File: src/rtl/eag_pkg.sv
package eag_pkg;

  typedef enum logic [2:0] {
    M_REG     = 3'd0,
    M_REGDEF  = 3'd1,
    M_AINC    = 3'd2,
    M_AINCDEF = 3'd3,
    M_ADEC    = 3'd4,
    M_ADECDEF = 3'd5,
    M_IDX     = 3'd6,
    M_IDXDEF  = 3'd7
  } mode_e;

  typedef enum logic [1:0] {
    ST_IDLE = 2'd0,
    ST_CALC = 2'd1,
    ST_PTR  = 2'd2
  } state_e;

  // modes whose register points at a word-sized pointer
  function automatic logic mode_steps_pointer(mode_e m);
    return (m == M_AINCDEF) || (m == M_ADECDEF);
  endfunction

  function automatic logic mode_needs_fetch(mode_e m);
    return (m == M_AINCDEF) || (m == M_ADECDEF) || (m == M_IDXDEF);
  endfunction

endpackage

File: src/rtl/eag_step.sv
module eag_step #(
  parameter int DW     = 16,
  parameter int RW     = 3,
  parameter int SP_IDX = 6,
  parameter int PC_IDX = 7
) (
  input  eag_pkg::mode_e  mode,
  input  logic [RW-1:0]   rn,
  input  logic            byte_op,
  output logic [DW-1:0]   step
);
  import eag_pkg::*;

  logic narrow;

  always_comb begin
    narrow = byte_op
          && !mode_steps_pointer(mode)
          && (rn != RW'(SP_IDX))
          && (rn != RW'(PC_IDX));
    step   = narrow ? DW'(1) : DW'(2);
  end

endmodule

File: src/rtl/eag_addr_calc.sv
module eag_addr_calc #(
  parameter int DW     = 16,
  parameter int RW     = 3,
  parameter int SP_IDX = 6,
  parameter int PC_IDX = 7
) (
  input  eag_pkg::mode_e  mode,
  input  logic [RW-1:0]   rn,
  input  logic            byte_op,
  input  logic [DW-1:0]   rval,
  input  logic [DW-1:0]   ext,
  output logic            direct,
  output logic [DW-1:0]   addr,
  output logic            indirect,
  output logic            ext_used,
  output logic            wb_req,
  output logic [DW-1:0]   wb_val
);
  import eag_pkg::*;

  logic [DW-1:0] step;
  logic [DW-1:0] inc_val;
  logic [DW-1:0] dec_val;
  logic [DW-1:0] idx_base;
  logic [DW-1:0] idx_sum;
  logic          is_pc;

  eag_step #(
    .DW(DW), .RW(RW), .SP_IDX(SP_IDX), .PC_IDX(PC_IDX)
  ) step_i (
    .mode    (mode),
    .rn      (rn),
    .byte_op (byte_op),
    .step    (step)
  );

  always_comb begin
    is_pc    = (rn == RW'(PC_IDX));
    inc_val  = rval + step;
    dec_val  = rval - step;
    // program counter has already moved past the extension word
    idx_base = is_pc ? (rval + DW'(2)) : rval;
    idx_sum  = idx_base + ext;

    direct   = 1'b0;
    addr     = rval;
    wb_req   = 1'b0;
    wb_val   = rval;

    case (mode)
      M_REG: begin
        direct = 1'b1;
        addr   = '0;
      end
      M_REGDEF: begin
        addr = rval;
      end
      M_AINC, M_AINCDEF: begin
        addr   = rval;
        wb_req = 1'b1;
        wb_val = inc_val;
      end
      M_ADEC, M_ADECDEF: begin
        addr   = dec_val;
        wb_req = 1'b1;
        wb_val = dec_val;
      end
      M_IDX, M_IDXDEF: begin
        addr = idx_sum;
      end
      default: begin
        addr = rval;
      end
    endcase

    indirect = mode_needs_fetch(mode);
    ext_used = (mode == M_IDX) || (mode == M_IDXDEF)
            || (is_pc && ((mode == M_AINC) || (mode == M_AINCDEF)));
  end

endmodule

File: src/rtl/eag_ctrl.sv
module eag_ctrl (
  input  logic clk,
  input  logic rst_n,
  input  logic start,
  input  logic indirect,
  input  logic ptr_valid,
  output logic capture_en,
  output logic load_calc,
  output logic load_ptr,
  output logic ptr_req
);
  import eag_pkg::*;

  state_e state_q;
  state_e state_d;

  always_comb begin
    state_d    = state_q;
    capture_en = (state_q == ST_IDLE) && start;
    load_calc  = (state_q == ST_CALC) && !indirect;
    load_ptr   = (state_q == ST_PTR) && ptr_valid;
    ptr_req    = (state_q == ST_PTR);
    case (state_q)
      ST_IDLE: if (start)     state_d = ST_CALC;
      ST_CALC: state_d = indirect ? ST_PTR : ST_IDLE;
      ST_PTR:  if (ptr_valid) state_d = ST_IDLE;
      default: state_d = ST_IDLE;
    endcase
  end

  always_ff @(posedge clk or negedge rst_n) begin
    if (!rst_n) state_q <= ST_IDLE;
    else        state_q <= state_d;
  end

endmodule

File: src/rtl/opnd_ea_gen.sv
module opnd_ea_gen #(
  parameter int DW     = 16,
  parameter int NREG   = 8,
  parameter int SP_IDX = 6,
  parameter int PC_IDX = 7,
  localparam int RW     = $clog2(NREG),
  localparam int SPEC_W = 3 + RW
) (
  input  logic                clk,
  input  logic                rst_n,
  input  logic                start,
  input  logic [SPEC_W-1:0]   spec,
  input  logic                byte_op,
  input  logic [NREG*DW-1:0]  reg_file,
  input  logic [DW-1:0]       ext_word,
  output logic                ptr_req,
  output logic [DW-1:0]       ptr_addr,
  input  logic [DW-1:0]       ptr_data,
  input  logic                ptr_valid,
  output logic                ea_valid,
  output logic [DW-1:0]       ea_addr,
  output logic                reg_direct,
  output logic                indirect,
  output logic                ext_used,
  output logic                odd_err,
  output logic                wb_en,
  output logic [RW-1:0]       wb_sel,
  output logic [DW-1:0]       wb_data
);
  import eag_pkg::*;

  // reset: asserted asynchronously, released on a clock edge
  logic [1:0] rst_sync_q;
  logic       rst_int_n;

  always_ff @(posedge clk or negedge rst_n) begin
    if (!rst_n) rst_sync_q <= 2'b00;
    else        rst_sync_q <= {rst_sync_q[0], 1'b1};
  end
  assign rst_int_n = rst_sync_q[1];

  // register file view
  logic [DW-1:0] gpr [NREG];
  for (genvar g = 0; g < NREG; g++) begin : g_unpack
    assign gpr[g] = reg_file[g*DW +: DW];
  end

  // control
  logic capture_en, load_calc, load_ptr;
  logic calc_indirect;

  eag_ctrl ctrl_i (
    .clk        (clk),
    .rst_n      (rst_int_n),
    .start      (start),
    .indirect   (calc_indirect),
    .ptr_valid  (ptr_valid),
    .capture_en (capture_en),
    .load_calc  (load_calc),
    .load_ptr   (load_ptr),
    .ptr_req    (ptr_req)
  );

  // captured operand context
  mode_e         cap_mode;
  logic [RW-1:0] cap_rn;
  logic          cap_byte;
  logic [DW-1:0] cap_rval;
  logic [DW-1:0] cap_ext;

  always_ff @(posedge clk or negedge rst_int_n) begin
    if (!rst_int_n) begin
      cap_mode <= M_REG;
      cap_rn   <= '0;
      cap_byte <= 1'b0;
      cap_rval <= '0;
      cap_ext  <= '0;
    end else if (capture_en) begin
      cap_mode <= mode_e'(spec[SPEC_W-1:RW]);
      cap_rn   <= spec[RW-1:0];
      cap_byte <= byte_op;
      cap_rval <= gpr[spec[RW-1:0]];
      cap_ext  <= ext_word;
    end
  end

  // address arithmetic
  logic          calc_direct, calc_ext_used, calc_wb_req;
  logic [DW-1:0] calc_addr, calc_wb_val;

  eag_addr_calc #(
    .DW(DW), .RW(RW), .SP_IDX(SP_IDX), .PC_IDX(PC_IDX)
  ) calc_i (
    .mode     (cap_mode),
    .rn       (cap_rn),
    .byte_op  (cap_byte),
    .rval     (cap_rval),
    .ext      (cap_ext),
    .direct   (calc_direct),
    .addr     (calc_addr),
    .indirect (calc_indirect),
    .ext_used (calc_ext_used),
    .wb_req   (calc_wb_req),
    .wb_val   (calc_wb_val)
  );

  assign ptr_addr = calc_addr;

  // result stage: next-state logic
  logic          load_any;
  logic [DW-1:0] fin_addr;
  logic          fin_odd;

  always_comb begin
    load_any = load_calc || load_ptr;
    fin_addr = load_ptr ? ptr_data : calc_addr;
    fin_odd  = !cap_byte && !calc_direct && fin_addr[0];
  end

  // result stage: registers
  logic          valid_q, wb_en_q, direct_q, ind_q, ext_q, odd_q;
  logic [DW-1:0] addr_q, wbv_q;

  always_ff @(posedge clk or negedge rst_int_n) begin
    if (!rst_int_n) begin
      valid_q  <= 1'b0;
      wb_en_q  <= 1'b0;
      direct_q <= 1'b0;
      ind_q    <= 1'b0;
      ext_q    <= 1'b0;
      odd_q    <= 1'b0;
      addr_q   <= '0;
      wbv_q    <= '0;
    end else begin
      valid_q <= load_any;
      wb_en_q <= load_any && calc_wb_req && !fin_odd;
      if (load_any) begin
        direct_q <= calc_direct;
        ind_q    <= calc_indirect;
        ext_q    <= calc_ext_used;
        odd_q    <= fin_odd;
        addr_q   <= fin_addr;
        wbv_q    <= calc_wb_val;
      end
    end
  end

  assign ea_valid   = valid_q;
  assign ea_addr    = addr_q;
  assign reg_direct = direct_q;
  assign indirect   = ind_q;
  assign ext_used   = ext_q;
  assign odd_err    = odd_q;
  assign wb_en      = wb_en_q;
  assign wb_sel     = cap_rn;
  assign wb_data    = wbv_q;

endmodule

File: config.mk
export PLATFORM = sky130hd
export DESIGN_NAME = opnd_ea_gen
export DESIGN_NICKNAME = d
export VERILOG_FILES = /design/src/rtl/eag_pkg.sv /design/src/rtl/eag_step.sv /design/src/rtl/eag_addr_calc.sv /design/src/rtl/eag_ctrl.sv /design/src/rtl/opnd_ea_gen.sv
export SDC_FILE = /design/constraint.sdc
export NUM_CORES = 1
export LEC_CHECK = 0
export BUFFER_PORTS_ARGS = -buffer_cell sky130_fd_sc_hd__buf_2
export CORE_MARGIN = 5
export CORE_UTILIZATION = 45
export DETAILED_ROUTE_END_ITERATION = 10
export PLACE_DENSITY = 0.73
export SLEW_MARGIN = 20
export SYNTH_ARGS = -nofsm -noshare
export SYNTH_HDL_FRONTEND = slang
export SYNTH_SLANG_ARGS = --single-unit
File: constraint.sdc
create_clock -name clk -period 7.7 [get_ports clk]
set_clock_uncertainty 0.05 [all_clocks]
set_input_delay 1.155 -clock clk [delete_from_list [all_inputs] [get_ports clk]]
set_output_delay 1.155 -clock clk [all_outputs]
set_load 0.01 [all_outputs]
==> summary.md, run 1 <==
| Metric | Value |
|---|---|
| Starting Density | 0.462 |
| Met3 global-route usage | 0.0532 |
| Count leader, synth | dfrtp_1 |
| Outcome | finished clean |
| CTS tree | done |
| Worst vdd ir | around 170 uV |
| GR Util All Layers | 0.239 |
| Worst EP arrival | 3.96 ns |
| Fill cells | around 1300 |
| Min Tclk post-route | just over 5 ns |
| Post-route ant nets | 0 |
| Clock tree sinks | between 80 and 90 |
| CTS H-tree depth | 3 |
| Via count | 6107 |
| Seq/Total Area, Yosys | 0.314 |
| Initial DRC count | 435 |
| Unrepaired setup endpoints after global routing | false |
| First-pass GRT wire length | roughly 32000 um |
| CTS clk-pin slew, worst paths | approximately 0.060 ns |
| WL final | 20400 um |
| Post_cts resized | 0 |
| # nets final | ~1100 |
| Max stage delay cell, worst path | dfrtp_1 |
| I/O pins | approximately 230 |
| Adder-Cell Fraction of Synth Area | 0.0578 |
| Core Rows | 43 |
| Multi-input logic area | 4130 um2 |
| Setup violators final | 0 |
| GR Util met2 | 0.405 |
| Most frequent cells after synthesis | 81 x dfrtp_1, 64 x nand2_1, 55 x a21oi_1, 55 x nor2_1, 44 x clkbuf_1 |
| CORE AREA | approximately 14000 um2 |
| Area Growth Syn to Fin | 23.5% |
| Remaining design rule violation count | 0 |
| Initial antenna violation count | 2 |
| Dominant synthesized flop cell | dfrtp_1 |
| Die width | ~130 um |
| Power per cell area | approximately 470 nW/um2 |
| Pre-antenna DRT Iters | 7 |
| # Max-Cap Violations | 0 |
| GR Layer Usage met1 | 0.309 |
| Part of the cycle the worst path needs | 0.671 |
| Routed length per instance | 19.1 um |
| Yosys warnings | 0 |
| Grt peak-use layer | met2 |
| Compound-Gate Fraction of Synth Area | 0.170 |
| Hold Crit Class | reg -> async |
| CP startpoint kind | flip-flop |
| Total gr overflow | 0 |
| Avg Cell Area, Syn | 9.36 um2 |
| GP Congestion | about 0.91 |
| Async SR Flop Fraction | 1.00 |
| Post-synthesis simple-gate area fraction | 0.165 |
| Hold_ws | between 0.2 and 0.25 ns |
| Fin. Hold Viols | 0 |
| Largest family of logic cells by synthesized area | multiplexers |
| Setup Buffers After CTS | 0 |
| Slew @ Worst Pin | ~0.99 ns |
| Multiplexer share of the synthesized area | 0.199 |
| Height of the die | between 100 and 150 um |
| Post-DR vias/cell | 5.73 |
| Layout cell share with drive strength beyond 1 | 0.365 |
| CTS Hold Bufs | 0 |
| EDFF count, synth | 0 |
| Final setup TNS | 0 ns |
| CP Data Required Time | about 6.5 ns |
| CTS buffer count | 9 |
| Die area | around 17000 um2 |
| Critical Path Sink Type | primary output |
| CTS root buffer | clkbuf_16 |
| Worst-path fanout max | 17 |
| Max clock buf depth | 2 |
| Synth Instances | 690 |
| Clock Latency Late Sink | between 0.3 and 0.4 ns |
| Netlist cell types | slightly above 60 |
| Pleak | around 3.7 nW |
| Synth top area cells | dfrtp_1 31%, mux4_2 11%, mux2_2 5.1%, ha_1 4.8%, a21oi_1 4.3% |
| Mapped cell area | 6460 um2 |
| Post-synthesis register bit count | 81 |
| Synth Area in XOR/XNOR | 0.0475 |
| Fmax | approximately 0.19 GHz |
| Critical-path cell list | nand2_1, nor3_1, nand3_1, xnor2_1, ha_1, and3_1, o2111ai_1, a31oi_1, xor2_1, a222oi_1, inv_1, buf_2 |
| Largest net degree at the start of global routing | 80 |
| Post-synthesis net count | between 800 and 900 |
| Synth top area share | 0.314 |
| Critical path class | reg -> out |
| CP peak stage delay | ~0.71 ns |
| Vias in the first global route | roughly 6100 |
| Register area | between 2000 and 2500 um2 |
| Slew Limit Headroom | 0.342 |
| I/O Buffers | 228 |
| Fin. max-slew vios | 0 |
| Yosys top cell by area | dfrtp_1 |
| Dpl hpwl | ~16000 um |
## report_power, final
group	total, mW	switching [mW]	leakage, nW	internal, mW
registers	0.907	0.276	0.949	0.631
logic	2.38	1.36	2.64	1.02
clock network	0.439	0.172	0.155	0.268
total	3.73	1.81	3.74	1.91
## critical path, delay by kind of cell, from the launching register on
kind	cells	cell delay (ns)
AO/OA/AOI/OAI	3	0.97
XOR/XNOR	2	0.29
adder cells (fa/ha/maj)	1	0.38
buffers and inverters	2	0.23
flip-flops	1	0.71
AND/OR/NAND/NOR	4	1.05
## layout by cell type (no fill, tap or decap), drive strengths merged, types with 4 or more instances in the layout
cell type  count
mux2i         21
a21o          15
nand3         15
xnor2         22
o22ai          5
nand2         64
nor3          18
nor2b         11
a22oi          5
and3          15
a221o          4
clkinv         4
nor2          55
dfrtp         81
and2           9
a22o           5
inv           20
nand4          4
ha            25
o21ai         36
xor2          13
clkbuf        11
buf          234
or3            4
a222oi         4
a31oi          8
o21a           5
o221ai         5
mux4          32
nand2b         7
mux2          31
a21oi         55
## state kept, by name, indices dropped and copies added, names as in the netlist, 2 cells and up
signal	count
wb_sel	3
rst_sync_q	2
cap_rval	16
cap_mode	3
ea_addr	16
wb_data	16
cap_ext	16
ctrl_i.state_q	2
## path summary, 6_finish.rpt
kind,start,slack [ns],end,cells after the start
setup / recovery,cap_rval[5],2.53,ptr_addr[11],12
hold / removal,rst_sync_q[1],0.24,ea_addr[0],0
setup reg to reg,cap_rval[5],3.99,ea_addr[11],11
hold reg to reg,rst_sync_q[1],0.24,ea_addr[0],0
max in group asynchronous,rst_sync_q[1],6.75,cap_ext[10],1
min in group clk,rst_sync_q[0],0.30,rst_sync_q[1],0
## final cells by class
class,instances,share of cell area
Multi-Input combinational cell,534,0.518
Timing Repair Buffer,234,0.151
Clock inverter,5,0.00675
Sequential cell,81,0.255
Tap cell,180,0.0283
Clock buffer,11,0.0317
Antenna cell,1,0.000314
Inverter,20,0.00942
## metal layers
layer  vias up  routed length, um
met4         2                451
met5         -                 13
met1      2891               8280
met2       276               9940
li1       2911                  -
met3        27               1710
## per-stage QoR
stage	total power, mW	setup WS, ns	cell area, um2	utilization	std cells
CTS	3.72	2.54	7950	0.568	1064
global route	4.04	2.18	7970	0.570	1066
floorplan	2.55	3.45	6460	-	690
global placement	3.26	3.02	7640	0.546	1048
detailed placement	3.27	2.94	7640	0.546	1048
finish	3.73	2.53	7970	0.570	1066
## kinds of logic after synthesis
family,Yosys count
XOR/XNOR,35
AO/OA/AOI/OAI,172
other,1
flip-flops,81
buffers and inverters,75
multiplexers,84
adder cells (fa/ha/maj),28
AND/OR/NAND/NOR,214
(Power assumes the default switching activity.)
==> inputs of run 2 (changes only) <==
--- a/config.mk
+++ b/config.mk
@@ -5,11 +5,12 @@
 export SDC_FILE = /design/constraint.sdc
 export NUM_CORES = 1
 export LEC_CHECK = 0
+export ABC_AREA = 1
 export BUFFER_PORTS_ARGS = -buffer_cell sky130_fd_sc_hd__buf_2
 export CORE_MARGIN = 5
 export CORE_UTILIZATION = 45
 export DETAILED_ROUTE_END_ITERATION = 10
-export PLACE_DENSITY = 0.73
+export PLACE_DENSITY = 0.76
 export SLEW_MARGIN = 20
 export SYNTH_ARGS = -nofsm -noshare
 export SYNTH_HDL_FRONTEND = slang
==> constraint.sdc (replaced) <==
create_clock -name clk -period 4.3 [get_ports clk]
set_clock_uncertainty 0.05 [all_clocks]
set_input_delay 0.645 -clock clk [delete_from_list [all_inputs] [get_ports clk]]
set_output_delay 0.645 -clock clk [all_outputs]
set_load 0.01 [all_outputs]
==> summary.md, run 2 <==
| Metric | Value |
|---|---|
| Hold Crit Class | in -> async |
| Initial antenna violation count | 0 (-2) |
| Min Tclk post-route | just under 4 ns |
| Synth top area cells | dfrtp_1 30%, nand2_1 16%, o21ai_0 7.9%, nor2_1 6.4%, nand3_1 5.3% |
| Netlist cell types | 47 (-24%) |
| GR Layer Usage met1 | 0.357 (+0.0477) |
| Reg2Reg Setup Slack | 1.22 ns (-2.77 ns) |
| Commonest non-fill, non-tap cell in the layout | nand2_1 |
| WP buf/inv | 3 (+1) |
| Critical path class | reg -> out |
| Core Rows | 44 (+2.3%) |
| Slew Limit Headroom | 0.360 (+0.0181) |
| Yosys top cell by area | dfrtp_1 |
| Routed length per instance | 17.5 um (-8.4%) |
| Synth top area share | 0.302 (-0.0117) |
| Sw Pwr | 3.01 mW (+66%) |
| Unrepaired setup endpoints after global routing | false |
| CP Data Required Time | 3.61 ns (-2.88 ns) |
| WL final | 24900 um (+22%) |
| Design Power | 5.84 mW (+57%) |
| GR Util met2 | 0.472 (+0.0679) |
| Post-route ant nets | 0 (unchanged) |
| Worst-path fanout max | 7 (-10) |
| Post-synthesis net count | 1225 (+38%) |
| Dpl hpwl | 19700 um (+20%) |
| Fin. max-slew vios | 0 (unchanged) |
| Fin area | 8290 um2 (+4.0%) |
| Remaining design rule violation count | 0 (unchanged) |
| CTS clk-pin slew, worst paths | 0.06 ns (about the same) |
| Max stage delay cell, worst path | dfrtp_1 |
| Worst EP arrival | 3.27 ns (-0.69 ns) |
| Placed cell area | 7950 um2 (+4.0%) |
| Slew @ Worst Pin | 0.957 ns (-0.0307 ns) |
| Outcome | finished clean |
| CTS tree | done |
| Grt peak-use layer | met2 |
| Mapped cell area | 6710 um2 (+3.9%) |
| Largest net degree at the start of global routing | 80 (unchanged) |
| Die width | 132 um (+1.8%) |
| CP startpoint kind | flip-flop |
| I/O pins | 229 (unchanged) |
| CTS buffer count | 9 (unchanged) |
| First-pass GRT wire length | 39800 um (+26%) |
| FF-to-FF Start | cap_rval[1] |
| Most frequent cells after synthesis | 285 x nand2_1, 115 x nor2_1, 106 x o21ai_0 |
| Initial DRC count | 679 (+56%) |
| # nets final | 1431 (+33%) |
| Part of the cycle the worst path needs | 0.923 |
| Worst R2R End | ea_addr[14] |
| Met3 global-route usage | 0.0569 (+0.00366) |
| Die area | 17400 um2 (+3.6%) |
| CTS Hold Bufs | 0 (unchanged) |
| Seq/Total Area, Yosys | 0.302 (-0.0117) |
| Fmax | ~0.25 GHz |
| CTS root buffer | clkbuf_16 |
| PnR worst setup slack | 0.333 ns (-2.20 ns) |
| Avg Cell Area, Syn | 6.54 um2 (-30%) |
| Vias in the first global route | 7605 (+26%) |
| Critical Path Sink Type | primary output |
| Via count | 7752 (+27%) |
| Levels on crit path | 17 (+5) |
| # Max-Cap Violations | 0 (unchanged) |
| GP Congestion | 1.08 (+20%) |
| Total gr overflow | 0 (unchanged) |
| Clock Latency Late Sink | 0.36 ns (+0.02 ns) |
| Commonest cells after routing, fill and taps aside | 285 x nand2_1, 228 x buf_2, 115 x nor2_1 |
| Power per cell area | 705 nW/um2 (+51%) |
| Setup violators final | 0 (unchanged) |
| Post-DR vias/cell | 5.46 (-4.7%) |
| I/O Buffers | 228 (unchanged) |
| Logic pwr share | 0.617 (-0.022) |
| Fin. Hold Viols | 0 (unchanged) |
| Synth Instances | 1026 (+49%) |
| DP Worst Slack | 0.728 ns (-2.21 ns) |
| Switching share of total power | 0.516 (+0.0295) |
| Worst setup path startpoint | cap_rval[1] |
| Clock tree sinks | 81 (unchanged) |
| Yosys warnings | 0 (unchanged) |
| Worst vdd ir | 282 uV (+64%) |
| CP peak stage delay | 0.53 ns (-0.18 ns) |
| Area Growth Syn to Fin | 23.6% (about the same) |
| Pleak | 4.32 nW (+15%) |
| Worst reg2reg path depth | 19 (+8) |
| Termination of the worst setup path | ptr_addr[13] |
| Dominant synthesized flop cell | dfrtp_1 |
| EDFF count, synth | 0 (unchanged) |
| Height of the die | 132 um (+1.8%) |
| Pint | 2.83 mW (+48%) |
| CTS H-tree depth | 3 (unchanged) |
| Delay-heaviest family, CP | simple AND/OR/NAND/NOR gates |
| Sequential power share | 0.239 (-0.004) |
| Starting Density | 0.460 (-0.00185) |
| GR Util All Layers | 0.282 (+0.0429) |
| Critical-path cell list | ha_1, inv_1, nor2_1, nand3_1, nor2_1, xor2_1, ha_1, nand2_1, inv_1, a21oi_1, nor2_1, nor2_1, nand2_1, nand2_1, nand3_1, nand2_1, buf_2 |
| Pre-antenna DRT Iters | 6 (-1) |
| Setup Buffers After CTS | 0 (unchanged) |
| CORE AREA | 14600 um2 (+4.3%) |
| Final setup TNS | 0 ns (unchanged) |
| Post-synthesis register bit count | 81 (unchanged) |
| Async SR Flop Fraction | 1.00 (unchanged) |
| Layout cell share with drive strength beyond 1 | 0.240 (-0.125) |
| Clk network pwr share | 0.145 (+0.027) |
| Count leader, synth | nand2_1 |
| Max clock buf depth | 2 (unchanged) |
| Diodes inserted | 0 (-1) |
-- run 2: worst min path at each step --
stage             startpoint       endpoint  slack (ns)  cells past startpoint
6_report               rst_n  rst_sync_q[0]        0.02                      1
5_1_grt                rst_n  rst_sync_q[0]       0.004                      1
4_1_cts                rst_n  rst_sync_q[0]       0.006                      1
3_5_place_dp   rst_sync_q[0]  rst_sync_q[1]        0.32                      0
3_3_place_gp   rst_sync_q[0]  rst_sync_q[1]        0.28                      0
2_1_floorplan  rst_sync_q[0]  rst_sync_q[1]        0.28                      0
-- run 2: cells by family after synthesis --
| logic type | count (synthesis) | synth area share |
|---|---|---|
| XOR/XNOR | 15 | 0.0196 |
| adder cells (fa/ha/maj) | 28 | 0.0556 |
| other | 1 | 0.000559 |
| flip-flops | 81 | 0.302 |
| multiplexers | 1 | 0.00149 |
| AND/OR/NAND/NOR | 519 | 0.331 |
| AO/OA/AOI/OAI | 226 | 0.193 |
| buffers and inverters | 155 | 0.0965 |
-- run 2: layer usage --
metal | share of wire | wire length [um]
met4 | 0.037 | 930
met5 | 0 | 0
met2 | 0.48 | 11900
met3 | 0.081 | 2010
met1 | 0.40 | 10000
-- run 2: metrics by stage --
stage | util | hold slack (ns) | cells
2_1_floorplan | - | 0.281 | 1026
3_3_place_gp | 0.545 | 0.284 | 1404
3_5_place_dp | 0.545 | 0.315 | 1404
4_1_cts | 0.566 | 0.00603 | 1419
5_1_grt | 0.568 | 0.00438 | 1420
6_report | 0.568 | 0.0160 | 1420
-- run 2: final cells by class --
| class | instances | area [um2] |
|---|---|---|
| clock buffers | 9 | 225 |
| clock inverters | 6 | 91.3 |
| fillers | 1488 | 6300 |
| inverters | 107 | 405 |
| multi-input cells | 790 | 4040 |
| flip-flops and latches | 81 | 2030 |
| well taps | 184 | 230 |
| repair buffers | 243 | 1270 |
-- run 2: repair_timing --
item	4_1_cts	5_1_grt
resized for setup	0	2
endpoints found under the hold margin	0	0
endpoints found under the setup margin	0	1
-- run 2: power by group through the flow --
stage / clock [mW] / combinational, mW / sequential [mW]
global placement: 0 / 3.53 / 1.39
global route: 0.894 / 4.00 / 1.43
CTS: 0.861 / 3.55 / 1.40
detailed placement: 0 / 3.53 / 1.40
floorplan: 0 / 2.32 / 1.39
finish: 0.845 / 3.60 / 1.40
